<file path="src/rtl/fwd_sel_pkg.sv">
package fwd_sel_pkg;
  // number of forwarding slots, youngest first
  localparam int NSRC = 5;
  localparam int SLOT_EX_ALU   = 0;
  localparam int SLOT_MEM_LOAD = 1;
  localparam int SLOT_MEM_ALU  = 2;
  localparam int SLOT_WB_LOAD  = 3;
  localparam int SLOT_WB_ALU   = 4;

  // keep only the lowest-index (youngest) set bit
  function automatic logic [NSRC-1:0] first_hit(input logic [NSRC-1:0] hits);
    logic [NSRC-1:0] res;
    logic found;
    res = '0;
    found = 1'b0;
    for (int i = 0; i < NSRC; i++) begin
      if (hits[i] && !found) begin
        res[i] = 1'b1;
        found = 1'b1;
      end
    end
    return res;
  endfunction
endpackage

</file>
<file path="src/rtl/fwd_id_cmp.sv">
module fwd_id_cmp #(
  parameter int RW = 4,
  parameter logic [RW-1:0] NONE_ID = '1
) (
  input  logic [RW-1:0] src_id,
  input  logic [RW-1:0] dst_id,
  output logic          hit
);
  logic src_real;
  assign src_real = (src_id != NONE_ID);
  assign hit = src_real && (src_id == dst_id);
endmodule

</file>
<file path="src/rtl/fwd_chain.sv">
module fwd_chain
  import fwd_sel_pkg::*;
#(
  parameter int DW = 32,
  parameter int RW = 4,
  parameter logic [RW-1:0] NONE_ID = '1
) (
  input  logic [RW-1:0]            src_id,
  input  logic                     pc_sel,
  input  logic [DW-1:0]            pc_val,
  input  logic [NSRC-1:0][RW-1:0]  dst_ids,
  input  logic [NSRC-1:0][DW-1:0]  vals,
  input  logic [DW-1:0]            rf_val,
  output logic [NSRC-1:0]          hit_vec,
  output logic [NSRC-1:0]          pick_vec,
  output logic [DW-1:0]            result
);
  logic [DW-1:0] fwd_val;

  for (genvar s = 0; s < NSRC; s++) begin : g_cmp
    fwd_id_cmp #(.RW(RW), .NONE_ID(NONE_ID)) u_cmp (
      .src_id(src_id),
      .dst_id(dst_ids[s]),
      .hit   (hit_vec[s])
    );
  end

  assign pick_vec = first_hit(hit_vec);

  always_comb begin
    fwd_val = '0;
    for (int s = 0; s < NSRC; s++) begin
      fwd_val = fwd_val | (vals[s] & {DW{pick_vec[s]}});
    end
  end

  always_comb begin
    if (pc_sel)              result = pc_val;
    else if (|pick_vec)      result = fwd_val;
    else                     result = rf_val;
  end
endmodule

</file>
<file path="src/rtl/opnd_bypass_sel.sv">
module opnd_bypass_sel
  import fwd_sel_pkg::*;
#(
  parameter int DW = 32,
  parameter int RW = 4,
  parameter int OPW = 4,
  parameter logic [OPW-1:0] CALL_OP = 4'h8,
  parameter logic [OPW-1:0] JUMP_OP = 4'h7,
  parameter logic [RW-1:0]  NONE_ID = 4'hF
) (
  input  logic [OPW-1:0] dec_op,
  input  logic [RW-1:0]  dec_src_a,
  input  logic [RW-1:0]  dec_src_b,
  input  logic [DW-1:0]  rf_val_a,
  input  logic [DW-1:0]  rf_val_b,
  input  logic [DW-1:0]  dec_pc_next,
  input  logic [RW-1:0]  ex_dst_alu,
  input  logic [DW-1:0]  ex_alu_val,
  input  logic [RW-1:0]  mem_dst_load,
  input  logic [DW-1:0]  mem_load_val,
  input  logic [RW-1:0]  mem_dst_alu,
  input  logic [DW-1:0]  mem_alu_val,
  input  logic [RW-1:0]  wb_dst_load,
  input  logic [DW-1:0]  wb_load_val,
  input  logic [RW-1:0]  wb_dst_alu,
  input  logic [DW-1:0]  wb_alu_val,
  output logic [DW-1:0]  opnd_a,
  output logic [DW-1:0]  opnd_b
);
  logic [NSRC-1:0][RW-1:0] dst_ids;
  logic [NSRC-1:0][DW-1:0] src_vals;
  logic                    is_ctl;
  logic [NSRC-1:0]         a_hit, a_pick, b_hit, b_pick;

  assign dst_ids[SLOT_EX_ALU]   = ex_dst_alu;
  assign dst_ids[SLOT_MEM_LOAD] = mem_dst_load;
  assign dst_ids[SLOT_MEM_ALU]  = mem_dst_alu;
  assign dst_ids[SLOT_WB_LOAD]  = wb_dst_load;
  assign dst_ids[SLOT_WB_ALU]   = wb_dst_alu;

  assign src_vals[SLOT_EX_ALU]   = ex_alu_val;
  assign src_vals[SLOT_MEM_LOAD] = mem_load_val;
  assign src_vals[SLOT_MEM_ALU]  = mem_alu_val;
  assign src_vals[SLOT_WB_LOAD]  = wb_load_val;
  assign src_vals[SLOT_WB_ALU]   = wb_alu_val;

  assign is_ctl = (dec_op == CALL_OP) || (dec_op == JUMP_OP);

  fwd_chain #(.DW(DW), .RW(RW), .NONE_ID(NONE_ID)) u_chain_a (
    .src_id  (dec_src_a),
    .pc_sel  (is_ctl),
    .pc_val  (dec_pc_next),
    .dst_ids (dst_ids),
    .vals    (src_vals),
    .rf_val  (rf_val_a),
    .hit_vec (a_hit),
    .pick_vec(a_pick),
    .result  (opnd_a)
  );

  fwd_chain #(.DW(DW), .RW(RW), .NONE_ID(NONE_ID)) u_chain_b (
    .src_id  (dec_src_b),
    .pc_sel  (1'b0),
    .pc_val  (dec_pc_next),
    .dst_ids (dst_ids),
    .vals    (src_vals),
    .rf_val  (rf_val_b),
    .hit_vec (b_hit),
    .pick_vec(b_pick),
    .result  (opnd_b)
  );
endmodule

</file>
<file path="config.mk">
export PLATFORM = sky130hd
export DESIGN_NAME = opnd_bypass_sel
export DESIGN_NICKNAME = d
export VERILOG_FILES = /design/src/rtl/fwd_sel_pkg.sv /design/src/rtl/fwd_id_cmp.sv /design/src/rtl/fwd_chain.sv /design/src/rtl/opnd_bypass_sel.sv
export SDC_FILE = /design/constraint.sdc
export NUM_CORES = 1
export LEC_CHECK = 0
export BUFFER_PORTS_ARGS = -buffer_cell sky130_fd_sc_hd__buf_2
export CAP_MARGIN = 0
export CORE_AREA = 2 2 137 139
export DETAILED_ROUTE_END_ITERATION = 16
export DIE_AREA = 0 0 139 141
export PLACE_DENSITY_LB_ADDON = 0.08
export RECOVER_POWER = 50
export SKIP_LAST_GASP = 1
export SLEW_MARGIN = 20
export SYNTH_ARGS = -nofsm -noshare
export SYNTH_HDL_FRONTEND = slang
export SYNTH_SLANG_ARGS = --single-unit
</file>
<file path="constraint.sdc">
create_clock -name vclk -period 3.5
set_input_delay 0.7 -clock vclk [all_inputs]
set_output_delay 0.7 -clock vclk [all_outputs]
set_load 0.01 [all_outputs]
</file>
==> flow_summary.yaml <==
sta:
  setup_ws_ps: 178
  tightest_slew_ps: 504
  finalHoldViolations: 0
  setup_violations: 0
  relSlewSlack_pct: 66.3
  fmax_mhz: 301
  holdWs_ps: 1720
  slew_viol_final: 0
  rsz0062_at_grt: "false"
  setup_tns_ps: 0
  fin_crit_sh_pct: 94.9
  fin_crit_ps: 3320
critical_path:
  crit_slowest_cell: "or2_0"
  slowest_delay_ps: 350
  critPathMaxFanout: 34
  arrival_ps: 2620
  crit_path_start_kind: "input port"
  critPathBufInv: 3
  cp.required_ps: 2800
  worstPathCellList: "buf_2, xnor2_1, nand4_1, or2_0, buf_12, and3_1, a221oi_1, a31oi_1, buf_2"
  cp-end-kind: "output pin"
  path_depth: 9
  critical_path.most_common_cell: "buf_2"
  worstSetupPathType: "input port to output pin"
  crit_family: "simple AND/OR/NAND/NOR gates"
finish:
  nFillCells: 2069
  seq_cells: 0
  n_clock_buffer: 0
  nets: 1296
  final_util_pct: 38.3
  regArea_um2: 0
  antennaDiodeCount: 0
  drive_gt1_share_pct: 45.4
  area_delta_synth_final_pct: 41.6
hold_path:
  hp-class: "input port to output pin"
  min_from: "rf_val_b[30]"
  hold_end: "opnd_b[30]"
  min_path_cells: 3
yosys:
  syn_area_um2: 4940
  ys_seq_area_share_pct: 0
  synth_top_area_share_pct: 17.0
  yosysMostFrequentCell: "nor2_1"
  syn_nets: 983
  ys_warn_count: 0
  avgSynthCellArea_um2: 7.11
  synth.distinct_cells: 54
  synth_commonest_cells: "111 x nor2_1, 66 x nand3_1, 56 x a221oi_2, 40 x buf_2, 37 x nand2_1"
  synthCells: 695
  yosys.area.top_type: "a221oi_2"
  ys_top_cells_by_area: "a221oi_2 17%, nor2_1 8.4%, nand3_1 6.7%"
global_route:
  grt_start_max_net_pins: 44
  grt.total_usage_pct: 23.9
  grt-ovfl-total: 0
  antenna_found_initial: 0
  grt_pass1_wl_um: 38200
  first_global_vias: 6745
flow_run:
  cap_violations: 0
die:
  die_y_um: 141
  ios: 352
  start_util_pct: 27.0
  die_w_um: 139
  dieArea_um2: 19600
  coreArea_um2: 18300
  rows: 50
routing:
  vias_per_cell: 5.53
  firstDrtPassIters: 6
  antenna_left: 0
  wire_per_inst_um: 20.5
  drt_iter0_drc: 457
  drcViolationCount: 0
  num_vias: 6863
  wl_um: 25400
placed_design:
  dp_hpwl_um: 19800
  place_worst_setup_slack_ps: 173
  place_congestion: 0.830
  portBuffers: 352
pwr:
  power.density_nw_per_um2: 201
  irDropWorstVdd_uv: 97.5
  leakage_nw: 3.63
outcome:
  status: "completed"
clocking:
  cts_hold_buf: 0
  postCtsSetupBuffers: 0
==> tightest hold or removal path: cells and delay by family <==
family / cells / cell delay [ps]
AO/OA/AOI/OAI: 1 / 120
buffers and inverters: 2 / 200
==> worst max-delay path by stage <==
stage,start,endpoint,slack (ps)
after floorplan,dec_op[0],opnd_a[0],620
after global placement,dec_src_b[3],opnd_b[15],170
after detailed placement,dec_src_a[1],opnd_a[4],170
after CTS,dec_src_a[1],opnd_a[4],160
after global routing,dec_src_b[3],opnd_b[0],30
final,dec_src_b[3],opnd_b[0],180
==> cell usage in the layout, fill, tap and decap left out, types with 2 or more instances in the layout <==
cell type / count
a221oi_2: 54
clkbuf_1: 14
xor2_2: 2
and2_1: 3
nand4_1: 9
xnor2_1: 26
nor2_4: 4
nor3_4: 2
or2_0: 29
o211a_1: 31
nand3_1: 66
a21oi_1: 35
nor2_1: 109
nand2_1: 37
inv_1: 2
a221oi_1: 7
buf_4: 25
a211o_1: 32
buf_12: 16
xor2_1: 9
or2_1: 2
buf_2: 338
a31oi_1: 31
nand3b_1: 2
a22oi_1: 30
and3_1: 33
mux2i_1: 31
buf_6: 2
==> metrics by stage <==
stage / cells / area [um2] / power [mW]
global route: 1240 / 7000 / 1.52
CTS: 1240 / 7030 / 1.42
floorplan: 695 / 4940 / 0.829
finish: 1240 / 7000 / 1.41
global placement: 1240 / 7030 / 1.42
detailed placement: 1240 / 7030 / 1.42
==> what timing repair did <==
item / in CTS / in global routing
hold endpoints to repair: 0 / 0
resized for setup: 0 / 1
endpoints found under the setup margin: 0 / 1
==> final cells by class <==
class / instances / area, um2 / share of cell area, %
well taps: 234 / 293 / 4.18
repair buffers: 396 / 2280 / 32.6
inverters: 2 / 7.51 / 0.107
multi-input cells: 608 / 4420 / 63.1
==> metal layers <==
layer / vias up / GRT usage, % / share of wire [%]
met5: - / 0 / 0
met4: 0 / 2.02 / 0.57
met3: 10 / 2.55 / 7.1
met2: 328 / 43.7 / 50
met1: 3238 / 31.5 / 42
li1: 3287 / - / -
==> kinds of logic after synthesis <==
kind of cell           share of synthesized area (%)
buffers and inverters                           11.6
AND/OR/NAND/NOR                                 30.5
XOR/XNOR                                        6.86
AO/OA/AOI/OAI                                   44.6
multiplexers                                    6.51
==> report_power, final <==
| part | total [mW] | internal [mW] | switching [mW] | leakage (nW) |
|---|---|---|---|---|
| Combinational | 1.41 | 0.640 | 0.765 | 3.63 |
| Clock | 0 | 0 | 0 | 0 |
| Sequential | 0 | 0 | 0 | 0 |
Power figures use the tool's default switching activity.
